<file path="src/rtl/irq_bank_pkg.sv">
package irq_bank_pkg;
  localparam int BASIC_N   = 8;
  localparam int BANK_W    = 32;
  localparam int NUM_BANKS = 2;
  localparam int SRC_W     = BASIC_N + NUM_BANKS * BANK_W;
  localparam int DATA_W    = 32;
  localparam int ADDR_W    = 6;
  localparam int SC_A_N    = 5;
  localparam int SC_B_N    = 6;
  localparam int FLAG_BASE = BASIC_N;
  localparam int SUM_W     = BASIC_N + NUM_BANKS + SC_A_N + SC_B_N;

  localparam logic [ADDR_W-1:0] OFS_SUMMARY   = 6'h00;
  localparam logic [ADDR_W-1:0] OFS_PEND_A    = 6'h04;
  localparam logic [ADDR_W-1:0] OFS_PEND_B    = 6'h08;
  localparam logic [ADDR_W-1:0] OFS_RESERVED  = 6'h0C;
  localparam logic [ADDR_W-1:0] OFS_SET_BASIC = 6'h18;
  localparam logic [ADDR_W-1:0] OFS_CLR_BASIC = 6'h24;

  // Byte offsets of the set / clear words of each peripheral bank
  function automatic logic [ADDR_W-1:0] bank_set_ofs(input int b);
    return (b == 0) ? 6'h10 : 6'h14;
  endfunction

  function automatic logic [ADDR_W-1:0] bank_clr_ofs(input int b);
    return (b == 0) ? 6'h1C : 6'h20;
  endfunction

  // Number of shortcut copies a bank owns in the summary word
  function automatic int sc_count(input int b);
    return (b == 0) ? SC_A_N : SC_B_N;
  endfunction

  // First summary bit holding a shortcut copy of bank b
  function automatic int sc_base(input int b);
    return BASIC_N + NUM_BANKS + ((b == 0) ? 0 : SC_A_N);
  endfunction

  // Bank bit copied into shortcut slot k of bank b
  function automatic int sc_index(input int b, input int k);
    int r;
    r = 0;
    if (b == 0) begin
      case (k)
        0: r = 7;
        1: r = 9;
        2: r = 10;
        3: r = 18;
        default: r = 19;
      endcase
    end else begin
      case (k)
        0: r = 21;
        1: r = 22;
        2: r = 23;
        3: r = 24;
        4: r = 25;
        default: r = 30;
      endcase
    end
    return r;
  endfunction

  // Bits of bank b that have a shortcut and so stay out of its flag
  function automatic logic [BANK_W-1:0] sc_mask(input int b);
    logic [BANK_W-1:0] m;
    m = '0;
    for (int k = 0; k < sc_count(b); k++) m[sc_index(b, k)] = 1'b1;
    return m;
  endfunction
endpackage

</file>
<file path="src/rtl/irq_mask_bank.sv">
module irq_mask_bank
  import irq_bank_pkg::*;
#(
  parameter int                W       = 32,
  parameter logic [ADDR_W-1:0] SET_OFS = 6'h10,
  parameter logic [ADDR_W-1:0] CLR_OFS = 6'h1C
) (
  input  logic              clk,
  input  logic              rst_n,
  input  logic [ADDR_W-1:0] addr,
  input  logic              we,
  input  logic [W-1:0]      wdata,
  output logic [W-1:0]      en
);
  logic set_hit;
  logic clr_hit;

  assign set_hit = we && (addr == SET_OFS);
  assign clr_hit = we && (addr == CLR_OFS);

  always_ff @(posedge clk or negedge rst_n) begin
    if (!rst_n)       en <= '0;
    else if (set_hit) en <= en | wdata;
    else if (clr_hit) en <= en & ~wdata;
  end

  p_set_ones_r2: assert property (@(posedge clk) disable iff (!rst_n)
    set_hit |=> ((en & $past(wdata)) == $past(wdata)));

  p_clr_ones_r3: assert property (@(posedge clk) disable iff (!rst_n)
    clr_hit |=> ((en & $past(wdata)) == '0));

  p_zero_bits_keep_r2: assert property (@(posedge clk) disable iff (!rst_n)
    (set_hit || clr_hit) |=> ((en & ~$past(wdata)) == ($past(en) & ~$past(wdata))));

  p_idle_stable_r4: assert property (@(posedge clk) disable iff (!rst_n)
    !(set_hit || clr_hit) |=> $stable(en));
endmodule

</file>
<file path="src/rtl/irq_summary.sv">
module irq_summary
  import irq_bank_pkg::*;
(
  input  logic [BASIC_N-1:0]                basic_pend,
  input  logic [NUM_BANKS-1:0][BANK_W-1:0] bank_pend,
  output logic [DATA_W-1:0]                 summary
);
  logic [SUM_W-1:0] sum_bits;

  assign sum_bits[BASIC_N-1:0] = basic_pend;

  for (genvar b = 0; b < NUM_BANKS; b++) begin : g_bank
    assign sum_bits[FLAG_BASE + b] = |(bank_pend[b] & ~sc_mask(b));
    for (genvar k = 0; k < sc_count(b); k++) begin : g_sc
      assign sum_bits[sc_base(b) + k] = bank_pend[b][sc_index(b, k)];
    end
  end

  assign summary = {{(DATA_W - SUM_W){1'b0}}, sum_bits};
endmodule

</file>
<file path="src/rtl/irq_bank_regs.sv">
module irq_bank_regs
  import irq_bank_pkg::*;
(
  input  logic              clk,
  input  logic              rst_n,
  input  logic [ADDR_W-1:0] reg_addr,
  input  logic              reg_we,
  input  logic [DATA_W-1:0] reg_wdata,
  output logic [DATA_W-1:0] reg_rdata,
  input  logic [SRC_W-1:0]  src_in,
  output logic              cpu_irq
);
  logic [BASIC_N-1:0]                basic_en;
  logic [NUM_BANKS-1:0][BANK_W-1:0] bank_en;
  logic [BASIC_N-1:0]                basic_pend;
  logic [NUM_BANKS-1:0][BANK_W-1:0] bank_pend;
  logic [DATA_W-1:0]                 summary;
  logic [SRC_W-1:0]                  en_all;

  irq_mask_bank #(
    .W(BASIC_N), .SET_OFS(OFS_SET_BASIC), .CLR_OFS(OFS_CLR_BASIC)
  ) u_basic_mask (
    .clk(clk), .rst_n(rst_n), .addr(reg_addr), .we(reg_we),
    .wdata(reg_wdata[BASIC_N-1:0]), .en(basic_en)
  );

  for (genvar b = 0; b < NUM_BANKS; b++) begin : g_bank
    irq_mask_bank #(
      .W(BANK_W), .SET_OFS(bank_set_ofs(b)), .CLR_OFS(bank_clr_ofs(b))
    ) u_mask (
      .clk(clk), .rst_n(rst_n), .addr(reg_addr), .we(reg_we),
      .wdata(reg_wdata[BANK_W-1:0]), .en(bank_en[b])
    );
    assign bank_pend[b] = src_in[BASIC_N + b*BANK_W +: BANK_W] & bank_en[b];
  end

  assign basic_pend = src_in[BASIC_N-1:0] & basic_en;
  assign en_all     = {bank_en, basic_en};

  irq_summary u_summary (
    .basic_pend(basic_pend), .bank_pend(bank_pend), .summary(summary)
  );

  assign cpu_irq = |summary;

  always_comb begin
    reg_rdata = '0;
    case (reg_addr)
      OFS_SUMMARY:     reg_rdata = summary;
      OFS_PEND_A:      reg_rdata = bank_pend[0];
      OFS_PEND_B:      reg_rdata = bank_pend[1];
      OFS_SET_BASIC:   reg_rdata = {{(DATA_W - BASIC_N){1'b0}}, basic_en};
      bank_set_ofs(0): reg_rdata = bank_en[0];
      bank_set_ofs(1): reg_rdata = bank_en[1];
      default:         reg_rdata = '0;
    endcase
  end

  // The line rises only for a source that is both asserted and enabled
  p_irq_from_enabled_r9: assert property (@(posedge clk) disable iff (!rst_n)
    cpu_irq == (|(src_in & en_all)));

  p_upper_summary_zero_r8: assert property (@(posedge clk) disable iff (!rst_n)
    (reg_addr == OFS_SUMMARY) |-> (reg_rdata[DATA_W-1:SUM_W] == '0));
endmodule

</file>
<file path="config.mk">
export PLATFORM = sky130hd
export DESIGN_NAME = irq_bank_regs
export DESIGN_NICKNAME = d
export VERILOG_FILES = /design/src/rtl/irq_bank_pkg.sv /design/src/rtl/irq_mask_bank.sv /design/src/rtl/irq_summary.sv /design/src/rtl/irq_bank_regs.sv
export SDC_FILE = /design/constraint.sdc
export NUM_CORES = 1
export LEC_CHECK = 0
export BUFFER_PORTS_ARGS = -buffer_cell sky130_fd_sc_hd__clkbuf_2
export CELL_PAD_IN_SITES_DETAIL_PLACEMENT = 1
export CELL_PAD_IN_SITES_GLOBAL_PLACEMENT = 1
export CORE_MARGIN = 1
export CORE_UTILIZATION = 37
export CTS_CLUSTER_SIZE = 8
export DETAILED_ROUTE_END_ITERATION = 12
export PLACE_DENSITY = 0.86
export SYNTH_ARGS = -nofsm -noshare
export SYNTH_HDL_FRONTEND = slang
export SYNTH_SLANG_ARGS = --single-unit
</file>
<file path="constraint.sdc">
create_clock -name clk -period 2.8 [get_ports clk]
set_input_delay 0.42 -clock clk [delete_from_list [all_inputs] [get_ports clk]]
set_output_delay 0.42 -clock clk [all_outputs]
set_load 0.01 [all_outputs]
</file>
==> results.md, run 1 <==
Drt:
- The post-detailed-route via-to-cell ratio is 6.33.
- The via count is 4920.
- The initial DRC count is 441.
- The post-detailed-routing wire length is 17700 µm.
- The first detailed-routing pass took 5 iterations.
- Once detail routing completed, the nets flagged for antenna violations numbered 0.
- The number of DRC violations after detailed routing is 0.
- The routed length per placed instance is 22.7 µm.

Timing:
- The max-slew violation total from the final report came to 0.
- Setup repair after global routing left no endpoint under its margin.
- For the pin with the worst max-slew slack, the measured transition is 0.644 ns.
- The count of endpoints failing setup in the final report is 0.
- Between clock sinks in the finished design, the worst skew comes to 0 ns.
- The remaining max-slew budget at the tightest pin is 0.569.
- The number of endpoints with negative hold slack in the final report came to 0.
- The achievable frequency is 358 MHz.
- The share of the clock period used by the worst path is 0.998.
- After layout, the minimum clock period comes to 2.80 ns.

Global route:
- The residual overflow from global routing is 0.
- The initial antenna violation count is 0.
- In the global route stage, overall resource usage came out at 0.305.
- The pin count of the biggest net entering global routing is 52.
- The first-pass GRT wire length is 26900 µm.
- The via count of the first global-routing pass is 5051.

Placement:
- Routability-driven placement finished with a final weighted congestion of 0.866.
- The HPWL after detailed placement is 12800 µm.
- Summing all placed instances gives a cell area of 0.00524 mm².
- During placement, the flow inserted port buffers numbering 145.
- The number of instances in the placed design is 758.

Cells and area:
- 0 antenna diodes ended up in the layout.
- The multi-input combinational cell area is 0.00228 mm².
- The design area is 0.00557 mm².
- The finished layout holds 777 standard cells, fillers aside.
- Relative to the synthesized area, the layout overhead comes to 29.7%.
- The fraction of final layout cells sized beyond drive strength 1 is 0.297.
- The number of inserted filler cells in the final layout is 1367.
- The library cell used most frequently in the layout, excluding fill and tap cells, is clkbuf_2.
- The final layout contains 745 nets.
- The combined flip-flop and latch cell area is 0.00180 mm².
- Leaving out fill and tap cells, the most frequent cells in the layout are clkbuf_2 (144), nand2_1 (106), a22o_1 (78).

Setup path:
- The critical path data arrival time is 2.38 ns.
- The critical-path maximum fanout is 2.
- STA classifies the critical path endpoint as an output pin.
- Setup slack on the worst reg-to-reg path comes out at 1.96 ns.
- The length in cells of the worst reg-to-reg path is 2.
- The kind of critical path is flip-flop to output pin.
- For the worst setup path, the data required time is 2.38 ns.
- The kind of start point of the critical path is a flip-flop.

Synthesis:
- A synthesized cell averages 8.79 µm².
- After synthesis, the largest family of logic cells by area is compound AO/OA/AOI/OAI gates.
- The count of different cell masters after synthesis is 38.
- Yosys attributes the largest share of cell area to dfrtp_1 (42%), a22o_1 (16%), nand2_1 (9.3%).
- The prevailing post-synth register cell is dfrtp_1.
- Of the post-synthesis cell area, the dominant cell type holds 0.420.
- The adder-cell area share of the yosys netlist is 0.
- Counting flops with an async set or reset pin after synthesis yields a share of 1.00.
- Of the post-synthesis cell area, the part taken by muxes is 0.
- Synthesis produced 488 cells.
- The sequential share of the synthesized area is 0.420.
- Summing every instance area after synthesis gives 0.00429 mm².
- The largest total area in the synthesized netlist belongs to dfrtp_1.
- The net count of the mapped netlist is 601.
- Of the total synthesized cell area, the portion taken by AND, OR, NAND and NOR gates is 0.195.
- The number of synthesized flops with an enable pin is 0.
- The synthesized-area fraction occupied by ao, oa, aoi and oai cells was 0.329.
- The synthesized flop and latch total is 72.
- The count of warnings emitted by yosys is 0.
- Of the total synthesized cell area, the portion taken by XOR and XNOR cells is 0.

Clock tree:
- Buffers inserted to repair hold after CTS numbered 0.
- The cell sitting at the root of the clock tree is a clkbuf_16.
- Clock latency on the worst-skew pair, taken at its later pin, is 0.34 ns.
- The number of clock buffers added by TritonCTS is 9.
- The clock passes through at most 2 buffers.
- The number of H-tree branching levels is 3.
- Counting every sink on the clock net gives 72.
- The CTS tree is done.
- After clock tree synthesis, the clock-pin slew on the worst setup and hold paths is 0.06 ns.

Floorplan:
- The initialized floorplan defines 38 standard-cell rows.
- The placeable core region is 0.0111 mm².
- The chip height is 110 µm.
- 146 I/O pins were placed.
- The width of the die is 110 µm.
- The die outline area is 0.0120 mm².
- The effective utilization at floorplan is 0.387.

Outcome:
- The run finished with clean final reports.

Job:
- Max-cap violations in this run came to 0.

Power and ir drop:
- The maximum resistive drop on vdd is 223 µV.
- In this run the static leakage power is 2.61 nW.
- Dividing total power by cell area gives a power density of 544 mW/mm².

Worst hold path:
- The class of the most critical hold timing path is input pin to asynchronous set/reset pin.
## cells by family (layout without fill, tap and decap cells)
group                  count (synthesis)  count (layout)
AOI/OAI and AO/OA                    183             183
buffers and inverters                 51             200
DFF                                   72              72
and+or+nand+nor                      182             182
## through the flow
stage / setup WS, ns / total power (W) / hold WS, ns / TNS [ns] / utilization
finish: 0.00473 / 0.00303 / 0.0705 / 0 / 0.502
global route: 0.00538 / 0.00313 / 0.0981 / 0 / 0.502
CTS: -0.00857 / 0.00302 / 0.0750 / -0.00857 / 0.502
detailed placement: 0.135 / 0.00184 / 0.435 / 0 / 0.473
global placement: 0.186 / 0.00180 / 0.438 / 0 / 0.473
floorplan: 0.552 / 0.00155 / 0.124 / 0 / -
## Yosys cell counts (3+ instances only)
| library cell | instances |
|---|---|
| a21oi_1 | 32 |
| or3_1 | 3 |
| nor3_1 | 3 |
| and2_1 | 3 |
| o21ai_0 | 6 |
| a21o_1 | 9 |
| a221o_1 | 5 |
| nand2_1 | 106 |
| nand2b_1 | 3 |
| clkbuf_1 | 4 |
| a22o_1 | 78 |
| buf_2 | 21 |
| a22oi_1 | 16 |
| dfrtp_1 | 72 |
| nand4_1 | 13 |
| inv_1 | 22 |
| a32oi_1 | 7 |
| nor2_1 | 11 |
| o22ai_1 | 9 |
| o2111ai_1 | 6 |
| nand3_1 | 26 |
| and3_1 | 5 |
| a221oi_1 | 5 |
| o21ai_1 | 4 |
## critical path, cell delays in order, from the launching register on
cell      delay, ns
dfrtp_1        0.38
a222oi_1       0.51
nand4_1        0.19
or3_4          0.37
or4_4          0.44
clkbuf_2       0.15
## report_power, final
part           switching [W]  internal, W
registers           0.000156      0.00118
logic               0.000257     0.000254
clock network       0.000443     0.000736
total               0.000856      0.00217
## repair_timing
| item | in CTS | in global routing |
|---|---|---|
| setup endpoints to repair | 1 | 1 |
| pin swaps | 4 | 3 |
| setup buffers | 2 | 1 |
| resized for setup | 2 | 0 |
## area by class of cell
| cell class | instances | area share |
|---|---|---|
| Multi-Input combinational cell | 365 | 0.409 |
| Sequential cell | 72 | 0.324 |
| Timing Repair Buffer | 162 | 0.167 |
| Clock buffer | 13 | 0.0468 |
| Tap cell | 140 | 0.0315 |
| Inverter | 22 | 0.0148 |
| Clock inverter | 3 | 0.00719 |
## metal layers
metal	vias to the layer above	wire, µm	track usage
met5	-	0	0
met4	0	658	0.157
met3	56	1180	0.0439
met2	256	8550	0.509
met1	2469	7280	0.383
li1	2139	-	-
## worst max path at each step
stage	cells after the start	endpoint	slack, ns	startpoint
after floorplan	6	reg_rdata[24]	0.55	reg_addr[3]
after global placement	6	reg_rdata[8]	0.19	reg_addr[3]
after detailed placement	6	reg_rdata[8]	0.13	reg_addr[3]
after CTS	5	cpu_irq	-0.009	flip-flop
after global routing	5	cpu_irq	0.005	flip-flop
final	5	cpu_irq	0.005	flip-flop
No activity file was read; power rests on OpenSTA's default activity.
==> run 2, diff against run 1 <==
--- a/config.mk
+++ b/config.mk
@@ -5,14 +5,15 @@
 export SDC_FILE = /design/constraint.sdc
 export NUM_CORES = 1
 export LEC_CHECK = 0
-export BUFFER_PORTS_ARGS = -buffer_cell sky130_fd_sc_hd__clkbuf_2
 export CELL_PAD_IN_SITES_DETAIL_PLACEMENT = 1
 export CELL_PAD_IN_SITES_GLOBAL_PLACEMENT = 1
 export CORE_MARGIN = 1
-export CORE_UTILIZATION = 37
+export CORE_UTILIZATION = 50
 export CTS_CLUSTER_SIZE = 8
 export DETAILED_ROUTE_END_ITERATION = 12
-export PLACE_DENSITY = 0.86
+export DONT_BUFFER_PORTS = 1
+export GPL_TIMING_DRIVEN = 0
+export PLACE_DENSITY = 0.91
 export SYNTH_ARGS = -nofsm -noshare
 export SYNTH_HDL_FRONTEND = slang
 export SYNTH_SLANG_ARGS = --single-unit
==> constraint.sdc (replaced) <==
create_clock -name clk -period 3.3 [get_ports clk]
set_input_delay 0.495 -clock clk [delete_from_list [all_inputs] [get_ports clk]]
set_output_delay 0.495 -clock clk [all_outputs]
set_load 0.01 [all_outputs]
==> run 2 against run 1 <==
Compared with the run above: sequential cell count unchanged; largest cell class unchanged; sequential share of layout area rose by 6.3 points; hold slack got worse by 0.063 ns; die area decreased by 26%; sequential power decreased by 15%; cell count fell by 21%; register-to-register slack improved by 0.52 ns; global-route usage increased by 9.4 points; highest routed layer unchanged.
==> results.md, run 2 (same netlist as run 1, synthesis figures left out) <==
Outcome:
- The run finished with clean final reports.

Timing:
- The worst slack on hold paths is 0.00782 ns.
- The final period demand of the worst path is 3.06 ns.
- The number of endpoints with negative hold slack in the final report is 0.
- The achievable frequency is 327 MHz.
- The max-slew violation total from the final report is 0.
- The slew of the pin with the lowest slew margin is 0.759 ns.
- The setup TNS after final layout is 0 ns.
- Setup repair after global routing left no endpoint under its margin.
- Setup violations remaining at the end of the flow were counted as 0.
- The share of the clock period used by the worst path is 0.927.
- The remaining max-slew budget at the tightest pin is 0.492.
- The worst clock skew on the final layout is 0 ns.

Drt:
- In this run the remaining antenna-violating nets after routing total 0.
- The first TritonRoute pass finished after 5 iterations.
- The initial DRC count is 378.
- The detailed-routed wire length on met3 is 1920 µm.
- The number of DRC violations after detailed routing is 0.
- The post-detailed-route via-to-cell ratio is 7.37.
- For this block, the routed nets add up to 17200 µm of wire.
- After detailed routing, the met2 layer carries 7900 µm of wire.
- The detailed router placed 4497 vias in this run.
- Dividing the detail-routed wire length by the instance count gives 28.1 µm.
- The routed metal-1 wirelength is 6330 µm.
- The highest layer used for signal routing is met4.

Placement:
- The number of instances in the placed design is 593.
- The count of buffers added on input and output ports is 0.
- The weighted congestion reported at the end of routability-driven placement is 0.938.
- The placed wire-length estimate after detailed placement is 12800 µm.

Cells and area:
- The core utilization of the finished layout is 0.565.
- The number of inserted filler cells in the final layout is 985.
- For this run, the post-layout net count is 613.
- The most frequent standard cell in the layout excluding fill and tap cells is nand2_1.
- The antenna diode instance count is 0.
- In the layout the commonest cells are nand2_1 (106), a22o_1 (78), dfrtp_1 (72).
- Relative to the synthesized area, the layout overhead comes to 8.63%.
- The number of non-filler instances in the completed layout is 610.
- The fraction of final layout cells sized beyond drive strength 1 is 0.0911.

Global route:
- The initial antenna violation count is 0.
- The pin count of the biggest net entering global routing is 73.
- The first-pass GRT wire length is 25900 µm.
- The via count of the first global-routing pass is 4665.
- In the global route stage, overall resource usage came out at 0.399.
- Global routing finished with a remaining overflow of 0.

Floorplan:
- The width of the die is 94.6 µm.
- The placeable core region is 0.00826 mm².
- For this design the top-level I/O count stands at 146.
- The chip height is 94.6 µm.
- The effective utilization at floorplan is 0.520.
- Row generation in the floorplan step produced 33 rows.
- The die outline area is 0.00896 mm².

Setup path:
- Of all nets on the critical path, the largest fanout is 10.
- The kind of start point of the critical path is an input pin.
- STA classifies the critical path endpoint as an output pin.
- The worst setup path is of the input pin to output pin kind.
- The critical path data arrival time is 2.56 ns.
- The required arrival time at the worst endpoint is 2.80 ns.

Clock tree:
- Clock tree synthesis selected as its root buffer the cell clkbuf_8.
- In this run, CTS created clock tree buffers numbering 9.
- The CTS tree is done.
- The H-tree was split into 3 levels.
- The clock transition at the registers of the reported paths is 0.08 ns.
- The largest buffer count on any clock path is 2.
- The post-CTS setup-driven buffer insertion count is 0.
- The later pin in the worst-skew pair is clocked with a latency of 0.36 ns.
- The number of clock sinks is 72.

Power and ir drop:
- IR analysis of the VDD net gives a maximum drop of 260 µV.
- The power density of the placed cells is 478 mW/mm².
- For this design the static power due to leakage is 1.98 nW.
- After layout, the design draws a total of 0.00223 W.

Worst hold path:
- The class of the most critical hold timing path is input pin to asynchronous set/reset pin.

Job:
- Across the run, the number of max-cap violations was 0.
-- run 2: path summary, 6_finish.rpt --
check	to	slack, ns	start	cells past startpoint
setup / recovery	reg_rdata[18]	0.24	reg_addr[2]	6
hold / removal	asynchronous set/reset pin	0.008	rst_n	1
setup reg to reg	flip-flop	2.48	flip-flop	1
hold reg to reg	flip-flop	0.54	flip-flop	1
max in group asynchronous	asynchronous set/reset pin	2.97	rst_n	1
min in group clk	flip-flop	0.26	reg_wdata[1]	1
-- run 2: timing repair --
item / in CTS / in global routing
gates resized for setup: 0 / 0
setup endpoints to repair: 0 / 0
endpoints found under the hold margin: 72 / 0
hold buffers: 1 / 0
-- run 2: metal layers --
layer / track usage / vias to the layer above
met5: 0 / -
met1: 0.482 / 2239
li1: - / 1874
met3: 0.119 / 82
met4: 0.244 / 0
met2: 0.623 / 302
-- run 2: where the power goes --
part           switching, W  internal (W)
Sequential         0.000136      0.000999
Clock              0.000367      0.000424
Combinational      0.000147      0.000157
-- run 2: worst max-delay path, cell delays in order --
cell	delay, ns
or4_1	0.61
nor3_1	0.58
buf_4	0.31
buf_4	0.22
nand3_1	0.11
nand4_1	0.22
-- run 2: metrics by stage --
step | instance area [µm²] | setup WS [ns]
global placement | 4420 | 0.421
detailed placement | 4420 | 0.385
floorplan | 4290 | 0.902
finish | 4660 | 0.242
CTS | 4660 | 0.345
global route | 4660 | 0.214
-- run 2: area by class of cell --
cell class                 count  area, µm²  area share
multi-input combinational    365       2250       0.483
clock buffer                  10        128      0.0274
timing repair buffer           1       27.5     0.00590
inverter                      22       82.6      0.0177
sequential                    72       1800       0.386
buffer                        29        158      0.0338
tap                          105        131      0.0282
clock inverter                 6       83.8      0.0180
